## src/rtl/dma_regs_pkg.sv

```systemverilog
package dma_regs_pkg;
  localparam int PORT_W = 4;
  localparam int DATA_W = 8;
  localparam int WORD_W = 16;

  localparam logic [PORT_W-1:0] P_MASK  = 4'd8;
  localparam logic [PORT_W-1:0] P_MODE  = 4'd9;
  localparam logic [PORT_W-1:0] P_REQ   = 4'd10;
  localparam logic [PORT_W-1:0] P_FFCLR = 4'd11;
  localparam logic [PORT_W-1:0] P_PAGE0 = 4'd12;

  typedef enum logic [1:0] {
    SVC_DEMAND  = 2'b00,
    SVC_SINGLE  = 2'b01,
    SVC_BLOCK   = 2'b10,
    SVC_CASCADE = 2'b11
  } svc_e;

  // mode byte bits 7:2
  typedef struct packed {
    svc_e       svc;
    logic       dec;
    logic       auto_init;
    logic [1:0] kind;
  } mode_t;
endpackage

```

## src/rtl/dma_byte_ptr.sv

```systemverilog
module dma_byte_ptr (
  input  logic clk_i,
  input  logic rst_ni,
  input  logic clear_i,
  input  logic step_i,
  output logic hi_o
);
  logic hi_q;

  always_ff @(posedge clk_i or negedge rst_ni) begin
    if (!rst_ni)      hi_q <= 1'b0;
    else if (clear_i) hi_q <= 1'b0;
    else if (step_i)  hi_q <= ~hi_q;
  end

  assign hi_o = hi_q;

  p_clear_low_r2: assert property (@(posedge clk_i) disable iff (!rst_ni)
    clear_i |=> !hi_o);
  p_step_toggle_r2: assert property (@(posedge clk_i) disable iff (!rst_ni)
    (step_i && !clear_i) |=> (hi_o != $past(hi_o)));
  p_idle_hold_r3: assert property (@(posedge clk_i) disable iff (!rst_ni)
    (!step_i && !clear_i) |=> $stable(hi_o));
endmodule

```

## src/rtl/dma_chan.sv

```systemverilog
module dma_chan
  import dma_regs_pkg::*;
#(
  parameter int PAGE_W = 8
) (
  input  logic              clk_i,
  input  logic              rst_ni,
  input  logic              hi_i,
  input  logic [DATA_W-1:0] wdata_i,
  input  logic              wr_addr_i,
  input  logic              wr_cnt_i,
  input  logic              wr_page_i,
  input  logic              wr_mode_i,
  input  logic              mask_set_i,
  input  logic              mask_clr_i,
  input  logic              req_set_i,
  input  logic              req_clr_i,
  input  logic              adv_i,
  output logic [WORD_W-1:0] cur_addr_o,
  output logic [WORD_W-1:0] cur_cnt_o,
  output logic [PAGE_W-1:0] page_o,
  output mode_t             mode_o,
  output logic              mask_o,
  output logic              req_o,
  output logic              tc_o
);
  logic [WORD_W-1:0] base_addr_q, base_cnt_q, cur_addr_q, cur_cnt_q;
  logic [PAGE_W-1:0] page_q;
  mode_t             mode_q;
  logic              mask_q, req_q, tc_q;
  logic              go, term;

  assign term = (cur_cnt_q == '0);
  assign go   = adv_i && !mask_q && req_q;

  always_ff @(posedge clk_i or negedge rst_ni) begin
    if (!rst_ni) begin
      base_addr_q <= '0;
      base_cnt_q  <= '0;
      cur_addr_q  <= '0;
      cur_cnt_q   <= '0;
      page_q      <= '0;
      mode_q      <= '0;
      mask_q      <= 1'b1;
      req_q       <= 1'b0;
      tc_q        <= 1'b0;
    end else begin
      tc_q <= go && term;
      if (go) begin
        if (term && mode_q.auto_init) begin
          cur_addr_q <= base_addr_q;
          cur_cnt_q  <= base_cnt_q;
        end else begin
          cur_addr_q <= mode_q.dec ? cur_addr_q - 1'b1 : cur_addr_q + 1'b1;
          cur_cnt_q  <= cur_cnt_q - 1'b1;
        end
        if (term) begin
          req_q <= 1'b0;
          if (!mode_q.auto_init) mask_q <= 1'b1;
        end
      end
      // port writes take precedence over a same-cycle advance
      if (wr_addr_i) begin
        if (hi_i) begin
          base_addr_q[WORD_W-1:8] <= wdata_i;
          cur_addr_q[WORD_W-1:8]  <= wdata_i;
        end else begin
          base_addr_q[7:0] <= wdata_i;
          cur_addr_q[7:0]  <= wdata_i;
        end
      end
      if (wr_cnt_i) begin
        if (hi_i) begin
          base_cnt_q[WORD_W-1:8] <= wdata_i;
          cur_cnt_q[WORD_W-1:8]  <= wdata_i;
        end else begin
          base_cnt_q[7:0] <= wdata_i;
          cur_cnt_q[7:0]  <= wdata_i;
        end
      end
      if (wr_page_i) page_q <= wdata_i[PAGE_W-1:0];
      if (wr_mode_i) mode_q <= mode_t'(wdata_i[7:2]);
      if (mask_set_i) mask_q <= 1'b1;
      if (mask_clr_i) mask_q <= 1'b0;
      if (req_set_i && mode_q.svc == SVC_BLOCK) req_q <= 1'b1;
      if (req_clr_i) req_q <= 1'b0;
    end
  end

  assign cur_addr_o = cur_addr_q;
  assign cur_cnt_o  = cur_cnt_q;
  assign page_o     = page_q;
  assign mode_o     = mode_q;
  assign mask_o     = mask_q;
  assign req_o      = req_q;
  assign tc_o       = tc_q;

  p_req_block_r6: assert property (@(posedge clk_i) disable iff (!rst_ni)
    $rose(req_q) |-> (mode_q.svc == SVC_BLOCK));
  p_idle_addr_r8: assert property (@(posedge clk_i) disable iff (!rst_ni)
    (!adv_i && !wr_addr_i) |=> $stable(cur_addr_q));
  p_tc_wrap_r9: assert property (@(posedge clk_i) disable iff (!rst_ni)
    (go && term && !mode_q.auto_init && !wr_cnt_i) |=> (cur_cnt_q == '1));
  p_tc_mask_r9: assert property (@(posedge clk_i) disable iff (!rst_ni)
    (go && term && !mode_q.auto_init && !mask_clr_i) |=> (mask_q && !req_q));
  p_reload_r10: assert property (@(posedge clk_i) disable iff (!rst_ni)
    (go && term && mode_q.auto_init && !wr_cnt_i) |=> (cur_cnt_q == base_cnt_q && !mask_q));
endmodule

```

## src/rtl/dma_port_regs.sv

```systemverilog
module dma_port_regs
  import dma_regs_pkg::*;
#(
  parameter int NUM_CH = 4,
  parameter int PAGE_W = 8
) (
  input  logic                clk_i,
  input  logic                rst_ni,
  input  logic                wr_i,
  input  logic                rd_i,
  input  logic [PORT_W-1:0]   port_i,
  input  logic [DATA_W-1:0]   wdata_i,
  output logic [DATA_W-1:0]   rdata_o,
  input  logic                adv_i,
  input  logic [1:0]          adv_ch_i,
  output logic [NUM_CH-1:0]   mask_o,
  output logic [NUM_CH-1:0]   req_o,
  output logic [NUM_CH-1:0]   tc_o,
  output logic [2*NUM_CH-1:0] xfer_kind_o
);
  localparam int NUM_WORD_PORTS = 2 * NUM_CH;

  logic              hi;
  logic              is_word, is_cnt, acc_word, ff_clear;
  logic [1:0]        word_ch, sel_ch;
  logic [WORD_W-1:0] cur_addr [NUM_CH];
  logic [WORD_W-1:0] cur_cnt  [NUM_CH];
  logic [PAGE_W-1:0] page     [NUM_CH];
  mode_t             mode     [NUM_CH];

  assign is_word  = (int'(port_i) < NUM_WORD_PORTS);
  assign is_cnt   = port_i[0];
  assign word_ch  = port_i[2:1];
  assign sel_ch   = wdata_i[1:0];
  assign acc_word = (wr_i || rd_i) && is_word;
  assign ff_clear = wr_i && (port_i == P_FFCLR);

  dma_byte_ptr u_ptr (
    .clk_i  (clk_i),
    .rst_ni (rst_ni),
    .clear_i(ff_clear),
    .step_i (acc_word),
    .hi_o   (hi)
  );

  for (genvar i = 0; i < NUM_CH; i++) begin : g_ch
    logic hit_sel;
    assign hit_sel = (sel_ch == 2'(i));

    dma_chan #(.PAGE_W(PAGE_W)) u_chan (
      .clk_i     (clk_i),
      .rst_ni    (rst_ni),
      .hi_i      (hi),
      .wdata_i   (wdata_i),
      .wr_addr_i (wr_i && is_word && !is_cnt && word_ch == 2'(i)),
      .wr_cnt_i  (wr_i && is_word && is_cnt && word_ch == 2'(i)),
      .wr_page_i (wr_i && port_i == P_PAGE0 + PORT_W'(i)),
      .wr_mode_i (wr_i && port_i == P_MODE && hit_sel),
      .mask_set_i(wr_i && port_i == P_MASK && hit_sel && wdata_i[2]),
      .mask_clr_i(wr_i && port_i == P_MASK && hit_sel && !wdata_i[2]),
      .req_set_i (wr_i && port_i == P_REQ && hit_sel && wdata_i[2]),
      .req_clr_i (wr_i && port_i == P_REQ && hit_sel && !wdata_i[2]),
      .adv_i     (adv_i && adv_ch_i == 2'(i)),
      .cur_addr_o(cur_addr[i]),
      .cur_cnt_o (cur_cnt[i]),
      .page_o    (page[i]),
      .mode_o    (mode[i]),
      .mask_o    (mask_o[i]),
      .req_o     (req_o[i]),
      .tc_o      (tc_o[i])
    );

    assign xfer_kind_o[2*i +: 2] = mode[i].kind;
  end

  always_comb begin
    logic [WORD_W-1:0] word;
    rdata_o = '0;
    word    = '0;
    if (rd_i) begin
      if (is_word) begin
        word    = is_cnt ? cur_cnt[word_ch] : cur_addr[word_ch];
        rdata_o = hi ? word[WORD_W-1:8] : word[7:0];
      end else if (port_i >= P_PAGE0 && int'(port_i[1:0]) < NUM_CH) begin
        rdata_o[PAGE_W-1:0] = page[port_i[1:0]];
      end else if (port_i == P_MASK) begin
        rdata_o[NUM_CH-1:0] = mask_o;
      end
    end
  end

  p_mask_write_r5: assert property (@(posedge clk_i) disable iff (!rst_ni)
    (wr_i && port_i == P_MASK && wdata_i[2] && int'(sel_ch) < NUM_CH)
      |=> mask_o[$past(sel_ch)]);
  p_tc_onehot_r9: assert property (@(posedge clk_i) disable iff (!rst_ni)
    $onehot0(tc_o));
endmodule

```

## config.mk

```make
export PLATFORM = sky130hd
export DESIGN_NAME = dma_port_regs
export DESIGN_NICKNAME = d
export VERILOG_FILES = /design/src/rtl/dma_regs_pkg.sv /design/src/rtl/dma_byte_ptr.sv /design/src/rtl/dma_chan.sv /design/src/rtl/dma_port_regs.sv
export SDC_FILE = /design/constraint.sdc
export NUM_CORES = 1
export LEC_CHECK = 0
export ABC_AREA = 1
export BUFFER_PORTS_ARGS = -buffer_cell sky130_fd_sc_hd__buf_4
export CORE_MARGIN = 2
export CORE_UTILIZATION = 39
export CTS_CLUSTER_DIAMETER = 120
export DETAILED_ROUTE_END_ITERATION = 8
export GPL_TIMING_DRIVEN = 0
export PLACE_DENSITY = 0.61
export SYNTH_ARGS = -nofsm -noshare
export SYNTH_HDL_FRONTEND = slang
export SYNTH_SLANG_ARGS = --single-unit
```

## constraint.sdc

```tcl
create_clock -name clk_i -period 4.5 [get_ports clk_i]
set_input_delay 0.9 -clock clk_i [delete_from_list [all_inputs] [get_ports clk_i]]
set_output_delay 0.9 -clock clk_i [all_outputs]
set_load 0.01 [all_outputs]
```

==> flow_summary.html, run 1 <==
<table>
<tr><th>Metric</th><th>Value</th></tr>
<tr><th colspan="2">Run status</th></tr>
<tr><td>Outcome</td><td>finished clean</td></tr>
<tr><th colspan="2">Synthesis</th></tr>
<tr><td>Sequential area share after synthesis</td><td>a little under two fifths</td></tr>
<tr><td>Syn Nets</td><td>between 3000 and 4000</td></tr>
<tr><td>Fraction of synthesized cell area taken by the top area cell type</td><td>between 30% and 40%</td></tr>
<tr><td>Count of distinct cell types in the synthesized netlist</td><td>52</td></tr>
<tr><td>Cell type with the largest total area after synthesis</td><td>sky130_fd_sc_hd__dfrtp_1</td></tr>
<tr><td>Post-synthesis instance total</td><td>between 3000 and 4000</td></tr>
<tr><td>Flip-flop and latch count after synthesis</td><td>between 300 and 400</td></tr>
<tr><td>Total standard cell area after synthesis</td><td>21280 µm²</td></tr>
<tr><td>Area contributors post-synth</td><td>sky130_fd_sc_hd__dfrtp_1, sky130_fd_sc_hd__nand2_1, sky130_fd_sc_hd__inv_1</td></tr>
<tr><td>Syn avg cell area</td><td>just under 7 µm²</td></tr>
<tr><td>Yosys synthesis warning count</td><td>0</td></tr>
<tr><th colspan="2">Timing</th></tr>
<tr><td>Tightest Pin Transition</td><td>1.458 ns</td></tr>
<tr><td>Clock period minus final worst setup slack</td><td>about 3.6 ns</td></tr>
<tr><td>Period utilization</td><td>about four fifths</td></tr>
<tr><td>Highest clock rate</td><td>0.2749 GHz</td></tr>
<tr><td>Post-route worst setup slack</td><td>approximately 0.86 ns</td></tr>
<tr><td>Final Max Slew Viols</td><td>0</td></tr>
<tr><td>Number of setup violations in the final report</td><td>0</td></tr>
<tr><td>Total Negative Setup Slacks</td><td>0 ns</td></tr>
<tr><td>Setup repair after global routing missed its margin</td><td>false</td></tr>
<tr><td>Setup skew after layout</td><td>approximately 0.026 ns</td></tr>
<tr><td>Worst max-slew margin expressed relative to the limit</td><td>2.798%</td></tr>
<tr><td>Final-report hold violation count</td><td>0</td></tr>
<tr><th colspan="2">Final layout</th></tr>
<tr><td>Antenna diode instance count</td><td>0</td></tr>
<tr><td>Utilization after layout</td><td>between 40% and 50%</td></tr>
<tr><td>Share of final-layout standard cells stronger than drive strength 1</td><td>a little over 8%</td></tr>
<tr><td>Synthesis-to-layout area growth</td><td>11.68%</td></tr>
<tr><td>Most used cells in the layout excluding fill and tap cells</td><td>sky130_fd_sc_hd__nand2_1, sky130_fd_sc_hd__inv_1, sky130_fd_sc_hd__dfrtp_1, sky130_fd_sc_hd__o21ai_0, sky130_fd_sc_hd__nor2_1</td></tr>
<tr><td>Most common cell after layout, fill and taps aside</td><td>sky130_fd_sc_hd__nand2_1</td></tr>
<tr><td>Post-route design area</td><td>~24000 µm²</td></tr>
<tr><td>Number of nets at the end of the flow</td><td>around 3300</td></tr>
<tr><td>Count of fill cells added during filler insertion</td><td>5613</td></tr>
<tr><th colspan="2">Pwr</th></tr>
<tr><td>Static leakage</td><td>between 10 and 15 nW</td></tr>
<tr><td>Net switching power</td><td>4.354 mW</td></tr>
<tr><td>Sequential fraction of design power</td><td>40.6%</td></tr>
<tr><td>IR drop worst, VDD</td><td>347.5 µV</td></tr>
<tr><td>Clock share of power</td><td>27.8%</td></tr>
<tr><td>Power density over cell area</td><td>between 400 and 500 nW/µm²</td></tr>
<tr><td>Internal Pwr Total</td><td>approximately 7 mW</td></tr>
<tr><td>Switching share of power</td><td>between 30% and 40%</td></tr>
<tr><td>Combinational share of power</td><td>a little under a third</td></tr>
<tr><th colspan="2">Route</th></tr>
<tr><td>WL/cell</td><td>around 19 µm</td></tr>
<tr><td>Met1 wire length</td><td>33620 µm</td></tr>
<tr><td>DRC Markers</td><td>0</td></tr>
<tr><td>Count of vias placed by the detailed router</td><td>between 20000 and 25000</td></tr>
<tr><td>First-iteration detailed-routing DRC count</td><td>between 1500 and 2000</td></tr>
<tr><td>Detailed-routing iteration count for the pre-antenna-repair pass</td><td>6</td></tr>
<tr><td>Highest metal layer with signal wires</td><td>met4</td></tr>
<tr><td>Wire length on met3</td><td>roughly 4200 µm</td></tr>
<tr><td>Wire length after detailed routing</td><td>between 70000 and 80000 µm</td></tr>
<tr><td>Via-to-Cell Ratio</td><td>5.184</td></tr>
<tr><td>Length of routed met2 wiring</td><td>around 33000 µm</td></tr>
<tr><td>Post-detailed-route count of antenna-violating nets</td><td>0</td></tr>
<tr><th colspan="2">Clocking</th></tr>
<tr><td>Largest buffer count on any clock path</td><td>3</td></tr>
<tr><td>Total CTS buffers</td><td>36</td></tr>
<tr><td>Clock sinks</td><td>between 300 and 400</td></tr>
<tr><td>Setup Buffers After CTS</td><td>0</td></tr>
<tr><td>Reg clk slew, reported paths</td><td>0.06 ns</td></tr>
<tr><td>Level count of the clock H-tree</td><td>2</td></tr>
<tr><td>Number of buffers inserted for hold repair after clock tree synthesis</td><td>0</td></tr>
<tr><td>CTS Root Cell</td><td>sky130_fd_sc_hd__clkbuf_16</td></tr>
<tr><td>TritonCTS clock tree</td><td>yes</td></tr>
<tr><td>Number of gates resized after cts</td><td>0</td></tr>
<tr><td>Insertion delay of the later-clocked pin in the worst-skew pair</td><td>between 0.5 and 0.6 ns</td></tr>
<tr><th colspan="2">Placed design</th></tr>
<tr><td>Post-Place Worst Slack</td><td>around 0.96 ns</td></tr>
<tr><td>HPWL reported at the end of detailed placement</td><td>around 55000 µm</td></tr>
<tr><td>RD Place Congestion</td><td>~1</td></tr>
<tr><td>Number of port buffers</td><td>39</td></tr>
<tr><td>Post-placement cell area</td><td>~23000 µm²</td></tr>
<tr><th colspan="2">Floorplan</th></tr>
<tr><td>Initial cell density of the core</td><td>between 30% and 40%</td></tr>
<tr><td>Height of the die</td><td>between 200 and 250 µm</td></tr>
<tr><td>Num rows</td><td>85</td></tr>
<tr><td>Area of the core region</td><td>about 54000 µm²</td></tr>
<tr><td>Die Outline Area</td><td>56450 µm²</td></tr>
<tr><td>Overall die width</td><td>between 200 and 250 µm</td></tr>
<tr><td>Top-level I/O count</td><td>47</td></tr>
<tr><th colspan="2">Setup path</th></tr>
<tr><td>Worst path arrival time</td><td>between 2 and 3 ns</td></tr>
<tr><td>Number of cells on the worst reg-to-reg path</td><td>13</td></tr>
<tr><td>Worst setup path class</td><td>primary input to primary output</td></tr>
<tr><td>Worst Setup Start Kind</td><td>primary input</td></tr>
<tr><td>Crit path capture type</td><td>primary output</td></tr>
<tr><td>CP max-delay cell</td><td>sky130_fd_sc_hd__buf_2</td></tr>
<tr><td>WP data required</td><td>3.60 ns</td></tr>
<tr><td>CP Max Fanout</td><td>10</td></tr>
<tr><td>Worst stage delay on the critical path</td><td>between 0.3 and 0.4 ns</td></tr>
<tr><td>Cell breakdown of the critical path</td><td>buf_2 -&gt; inv_2 -&gt; nor2_2 -&gt; buf_2 -&gt; nand2_1 -&gt; nand4_1 -&gt; nand3_1 -&gt; o21ai_0 -&gt; nand2_1 -&gt; a21oi_1 -&gt; buf_4</td></tr>
<tr><th colspan="2">GRT</th></tr>
<tr><td>First-pass GRT wire length</td><td>~110000 µm</td></tr>
<tr><td>Initial antenna violation count</td><td>1</td></tr>
<tr><td>Global-route total usage across every layer</td><td>a little over a quarter</td></tr>
<tr><td>Via count of the first global-routing pass</td><td>19330</td></tr>
<tr><td>Total overflow reported by the global router</td><td>0</td></tr>
<tr><td>Largest net degree at the start of global routing</td><td>106</td></tr>
<tr><th colspan="2">Run</th></tr>
<tr><td>Max cap viols</td><td>0</td></tr>
<tr><th colspan="2">Min path</th></tr>
<tr><td>Hold Crit Class</td><td>primary input to asynchronous set/reset pin</td></tr>
</table>
[worst max-delay path: cells and delay by family]
kind	cells	cell delay [ns]
AOI/OAI and AO/OA	2	0.40
and+or+nand+nor	5	0.65
buffers and inverters	4	0.78
[logic make-up after synthesis]
logic type	Yosys count	share of synthesized area, %
buf+inv	510	10.01
xor+xnor	64	2.634
fa+ha+maj	68	4.139
simple gates	1730	33.29
flops	325	38.24
compound gates	463	11.68
[cells in the mapped netlist (all sizes together)]
cell,count
clkinv,5
dfrtp,321
and3,1
o31ai,1
xnor2,23
or2,5
a211oi,3
nand2,1258
nor2,231
o2111ai,4
o21bai,1
o221ai,1
xor2,41
o41ai,1
nand3b,3
nand4,37
nor3,27
buf,88
o22ai,16
dfstp,4
inv,379
o211ai,14
clkbuf,38
a31oi,1
a22oi,20
o21ai,305
ha,64
fa,4
nand3,163
or3b,3
a41oi,4
and2,2
a21oi,92
[layout make-up]
type / count / area, µm² / share of cell area [%]
Multi-Input combinational cell: 2325 / 11010 / 46.33
Sequential cell: 325 / 8138 / 34.24
Inverter: 384 / 1441 / 6.065
Clock buffer: 53 / 1035 / 4.354
Tap cell: 696 / 870.8 / 3.665
Buffer: 126 / 689.4 / 2.901
Timing Repair Buffer: 42 / 382.9 / 1.611
Clock inverter: 12 / 196.4 / 0.8266
[sequential cells by signal, indices dropped and copies added (netlist names)]
register / count
g_ch.u_chan.cur_cnt_o: 64
g_ch.u_chan.cur_addr_o: 64
g_ch.u_chan.base_addr_q: 64
g_ch.u_chan.req_o: 4
g_ch.u_chan.mode_o: 24
g_ch.u_chan.mask_o: 4
g_ch.u_chan.base_cnt_q: 64
g_ch.u_chan.page_o: 32
u_ptr.hi_o: 1
g_ch.u_chan.tc_o: 4
[per-layer routing]
layer,global-route usage (%),vias up
li1,-,10160
met4,9.224,0
met1,36.25,9627
met3,3.496,119
met5,0,-
met2,42.13,640
[power by group through the flow]
stage               combinational [mW]  sequential, mW  clock, mW
finish                            3.54            4.55       3.11
global route                      4.09            4.62       3.28
CTS                               3.52            4.53       3.16
detailed placement                3.50            4.57          0
global placement                  3.46            4.57          0
floorplan                         2.67            4.17          0
[metrics by stage]
stage / power (mW) / hold slack, ns / instances
floorplan: 6.842 / 0.4315 / 3160
global route: 11.99 / 0.2595 / 3963
CTS: 11.21 / 0.2365 / 3963
global placement: 8.029 / 0.4500 / 3895
detailed placement: 8.064 / 0.4529 / 3898
finish: 11.21 / 0.2429 / 3963
[final timing paths]
kind	start	end	slack (ns)
worst max-delay path	port_i[2]	rdata_o[6]	0.86
worst max register to register	g_ch[3].u_chan.mode_o[3]	g_ch[3].u_chan.cur_addr_o[11]	2.05
worst min-delay path	rst_ni	g_ch[1].u_chan.base_addr_q[10]	0.24
worst min register to register	g_ch[3].u_chan.base_addr_q[10]	g_ch[3].u_chan.base_addr_q[10]	0.47
max in group asynchronous	rst_ni	g_ch[0].u_chan.base_addr_q[14]	3.02
min in group clk_i	g_ch[3].u_chan.base_addr_q[10]	g_ch[3].u_chan.base_addr_q[10]	0.47
Power figures use the tool's default switching activity.
==> run 2, diff against run 1 <==
PLACE_DENSITY = 0.63   (was 0.61)
clock period = 3.3 ns   (was 4.5 ns; I/O delays follow)
==> run 2 against run 1 <==
Setup slack got worse by 0.80 ns. Core utilization down 0.079 points. Wire length fell by 0.35%. Count of clock-buffer cells in the layout stayed put. Critical path type is now register to primary output. Global-route usage decreased by 0.21 points. Clock power up 35%. Sequential share of layout area is 0.061 points higher.
==> flow_summary.html, run 2 (synthesis results as in run 1) <==
<table>
<tr><th>Metric</th><th>Value</th></tr>
<tr><th colspan="2">Run status</th></tr>
<tr><td>Outcome</td><td>finished clean (unchanged)</td></tr>
<tr><th colspan="2">Setup path</th></tr>
<tr><td>Crit path capture type</td><td>primary output (unchanged)</td></tr>
<tr><td>Register-to-register setup slack</td><td>0.81 ns (was 2.05 ns)</td></tr>
<tr><td>Buf/Inv on CP</td><td>3 (was 4)</td></tr>
<tr><td>Critical path launch point</td><td>u_ptr.hi_o (was port_i[2])</td></tr>
<tr><td>Worst path arrival time</td><td>2.58 ns (was 2.74 ns)</td></tr>
<tr><td>End point of the critical path</td><td>rdata_o[3] (was rdata_o[6])</td></tr>
<tr><td>Crit Reg-Reg Startpoint</td><td>g_ch[1].u_chan.mode_o[3] (was g_ch[3].u_chan.mode_o[3])</td></tr>
<tr><td>Worst stage delay on the critical path</td><td>0.46 ns (was 0.32 ns)</td></tr>
<tr><td>Worst Setup Start Kind</td><td>register (was primary input)</td></tr>
<tr><td>Cell breakdown of the critical path</td><td>inv_2 -&gt; buf_2 -&gt; a21oi_1 -&gt; nand4_1 -&gt; nand3_1 -&gt; nand2_1 -&gt; nand2_1 -&gt; a21oi_1 -&gt; buf_4 (was buf_2 -&gt; inv_2 -&gt; nor2_2 -&gt; buf_2 -&gt; nand2_1 -&gt; nand4_1 -&gt; nand3_1 -&gt; o21ai_0 -&gt; nand2_1 -&gt; a21oi_1 -&gt; buf_4)</td></tr>
<tr><td>Worst setup path class</td><td>register to primary output (was primary input to primary output)</td></tr>
<tr><td>WP data required</td><td>2.64 ns (was 3.60 ns)</td></tr>
<tr><td>CP max-delay cell</td><td>sky130_fd_sc_hd__dfrtp_1 (was sky130_fd_sc_hd__buf_2)</td></tr>
<tr><td>End of the worst register-to-register path</td><td>g_ch[1].u_chan.cur_addr_o[12] (was g_ch[3].u_chan.cur_addr_o[11])</td></tr>
<tr><td>Number of cells on the worst reg-to-reg path</td><td>11 (was 13)</td></tr>
<tr><td>CP Max Fanout</td><td>10 (unchanged)</td></tr>
<tr><td>Kind of cell adding the most delay to the critical path</td><td>buffers and inverters (unchanged)</td></tr>
<tr><td>Worst path depth</td><td>9 (was 11)</td></tr>
<tr><th colspan="2">GRT</th></tr>
<tr><td>First-pass GRT wire length</td><td>113500 µm (was 114100 µm)</td></tr>
<tr><td>Largest net degree at the start of global routing</td><td>122 (was 106)</td></tr>
<tr><td>Initial antenna violation count</td><td>2 (was 1)</td></tr>
<tr><td>Via count of the first global-routing pass</td><td>19310 (was 19330)</td></tr>
<tr><td>Global-route total usage across every layer</td><td>26.00% (was 26.21%)</td></tr>
<tr><td>Total overflow reported by the global router</td><td>0 (unchanged)</td></tr>
<tr><th colspan="2">Clocking</th></tr>
<tr><td>CTS Root Cell</td><td>sky130_fd_sc_hd__clkbuf_16 (unchanged)</td></tr>
<tr><td>Largest buffer count on any clock path</td><td>3 (unchanged)</td></tr>
<tr><td>Reg clk slew, reported paths</td><td>0.06 ns (about the same)</td></tr>
<tr><td>TritonCTS clock tree</td><td>yes (unchanged)</td></tr>
<tr><td>Clock sinks</td><td>325 (unchanged)</td></tr>
<tr><td>Number of buffers inserted for hold repair after clock tree synthesis</td><td>0 (unchanged)</td></tr>
<tr><td>Level count of the clock H-tree</td><td>2 (unchanged)</td></tr>
<tr><td>Total CTS buffers</td><td>37 (was 36)</td></tr>
<tr><td>Insertion delay of the later-clocked pin in the worst-skew pair</td><td>0.57 ns (about the same)</td></tr>
<tr><th colspan="2">Timing</th></tr>
<tr><td>Period utilization</td><td>between 90% and 100%</td></tr>
<tr><td>Final Max Slew Viols</td><td>0 (unchanged)</td></tr>
<tr><td>Worst max-slew margin expressed relative to the limit</td><td>8.609% (was 2.798%)</td></tr>
<tr><td>Setup repair after global routing missed its margin</td><td>false (unchanged)</td></tr>
<tr><td>Final-report hold violation count</td><td>0 (unchanged)</td></tr>
<tr><td>Clock period minus final worst setup slack</td><td>~3.2 ns</td></tr>
<tr><td>Number of setup violations in the final report</td><td>0 (unchanged)</td></tr>
<tr><td>Post-route worst setup slack</td><td>0.06372 ns (was 0.8627 ns)</td></tr>
<tr><td>Highest clock rate</td><td>about 0.3 GHz</td></tr>
<tr><td>Tightest Pin Transition</td><td>1.371 ns (was 1.458 ns)</td></tr>
<tr><td>Setup skew after layout</td><td>0.01330 ns (was 0.02587 ns)</td></tr>
<tr><th colspan="2">Final layout</th></tr>
<tr><td>Post-route non-filler standard cell count</td><td>3965 (was 3963)</td></tr>
<tr><td>Share of final-layout standard cells stronger than drive strength 1</td><td>8.198% (was 8.173%)</td></tr>
<tr><td>Antenna diode instance count</td><td>0 (unchanged)</td></tr>
<tr><td>Most common cell after layout, fill and taps aside</td><td>sky130_fd_sc_hd__nand2_1 (unchanged)</td></tr>
<tr><td>Most used cells in the layout excluding fill and tap cells</td><td>sky130_fd_sc_hd__nand2_1, sky130_fd_sc_hd__inv_1, sky130_fd_sc_hd__dfrtp_1, sky130_fd_sc_hd__o21ai_0, sky130_fd_sc_hd__nor2_1 (unchanged)</td></tr>
<tr><td>Number of nets at the end of the flow</td><td>3327 (unchanged)</td></tr>
<tr><td>Synthesis-to-layout area growth</td><td>11.48% (was 11.68%)</td></tr>
<tr><th colspan="2">Floorplan</th></tr>
<tr><td>Num rows</td><td>85 (unchanged)</td></tr>
<tr><td>Initial cell density of the core</td><td>39.46% (unchanged)</td></tr>
<tr><td>Overall die width</td><td>237.6 µm (unchanged)</td></tr>
<tr><td>Top-level I/O count</td><td>47 (unchanged)</td></tr>
<tr><td>Die Outline Area</td><td>56450 µm² (unchanged)</td></tr>
<tr><td>Height of the die</td><td>237.6 µm (unchanged)</td></tr>
<tr><td>Area of the core region</td><td>53920 µm² (unchanged)</td></tr>
<tr><th colspan="2">Run</th></tr>
<tr><td>Max cap viols</td><td>0 (unchanged)</td></tr>
<tr><th colspan="2">Placed design</th></tr>
<tr><td>Post-Place Worst Slack</td><td>0.1455 ns (was 0.9563 ns)</td></tr>
<tr><td>Number of port buffers</td><td>39 (unchanged)</td></tr>
<tr><td>HPWL reported at the end of detailed placement</td><td>53790 µm (was 54690 µm)</td></tr>
<tr><td>Cell Count Post-Placement</td><td>3897 (was 3898)</td></tr>
<tr><td>RD Place Congestion</td><td>0.9947 (was 1.001)</td></tr>
<tr><th colspan="2">Route</th></tr>
<tr><td>Wire length after detailed routing</td><td>73080 µm (was 73340 µm)</td></tr>
<tr><td>DRC Markers</td><td>0 (unchanged)</td></tr>
<tr><td>Count of vias placed by the detailed router</td><td>20710 (was 20550)</td></tr>
<tr><td>WL/cell</td><td>18.43 µm (was 18.51 µm)</td></tr>
<tr><td>Via-to-Cell Ratio</td><td>5.224 (was 5.184)</td></tr>
<tr><td>First-iteration detailed-routing DRC count</td><td>2125 (was 1843)</td></tr>
<tr><td>Detailed-routing iteration count for the pre-antenna-repair pass</td><td>5 (was 6)</td></tr>
<tr><td>Post-detailed-route count of antenna-violating nets</td><td>0 (unchanged)</td></tr>
<tr><th colspan="2">Pwr</th></tr>
<tr><td>Power density over cell area</td><td>642.0 nW/µm² (was 471.5 nW/µm²)</td></tr>
<tr><td>IR drop worst, VDD</td><td>554.4 µV (was 347.5 µV)</td></tr>
<tr><td>Static leakage</td><td>13.06 nW (was 13.09 nW)</td></tr>
<tr><th colspan="2">Min path</th></tr>
<tr><td>Hold Crit Class</td><td>primary input to asynchronous set/reset pin (unchanged)</td></tr>
</table>
[run 2: final cells by class]
class	count	area, µm²
buffer	126	690.7
clock buffer	53	1026
clock inverter	15	188.9
fill	5564	30200
inverter	384	1441
multi-input combinational	2325	11010
sequential	325	8138
tap	696	870.8
timing repair buffer	41	355.3
[run 2: repair_timing]
| item | CTS | global route |
|---|---|---|
| gates resized for setup | 1 | 1 |
| buffers inserted | 0 | 0 |
| setup endpoints to repair | 3 | 1 |
[run 2: routing by layer]
layer / global-route usage, % / wire length, µm
met5: 0 / 18
met4: 8.538 / 2378
met2: 41.08 / 32580
met3: 3.379 / 4872
met1: 36.87 / 33240
[run 2: worst min-delay path by stage]
stage / startpoint / to / slack (ns) / cells after the start
after global placement: g_ch[3].u_chan.base_addr_q[8] / g_ch[3].u_chan.base_addr_q[8] / 0.45 / 2
after floorplan: rst_ni / g_ch[0].u_chan.base_addr_q[0] / 0.36 / 0
after CTS: rst_ni / g_ch[2].u_chan.cur_addr_o[5] / 0.15 / 1
after detailed placement: g_ch[2].u_chan.base_addr_q[9] / g_ch[2].u_chan.base_addr_q[9] / 0.45 / 2
final: rst_ni / g_ch[2].u_chan.cur_cnt_o[11] / 0.08 / 1
after global routing: rst_ni / g_ch[2].u_chan.cur_addr_o[0] / 0.19 / 1
[run 2: power breakdown]
group | leakage (nW) | total [mW] | internal [mW] | switching, mW
sequential | 4.10 | 6.17 | 5.03 | 1.14
combinational | 8.38 | 4.85 | 1.80 | 3.04
clock | 0.576 | 4.21 | 2.42 | 1.79
[run 2: stage by stage]
stage | cell area (µm²) | power (mW) | TNS, ns | hold WS, ns | utilization (%)
6_report | 23720 | 15.23 | 0 | 0.08311 | 43.99
5_1_grt | 23720 | 16.26 | 0 | 0.1884 | 43.99
4_1_cts | 23720 | 15.21 | 0 | 0.1536 | 43.99
3_5_place_dp | 22510 | 10.97 | 0 | 0.4532 | 41.74
3_3_place_gp | 22440 | 10.91 | -510.33 | 0.4497 | 41.62
2_1_floorplan | 21280 | 9.330 | 0 | 0.3644 | -
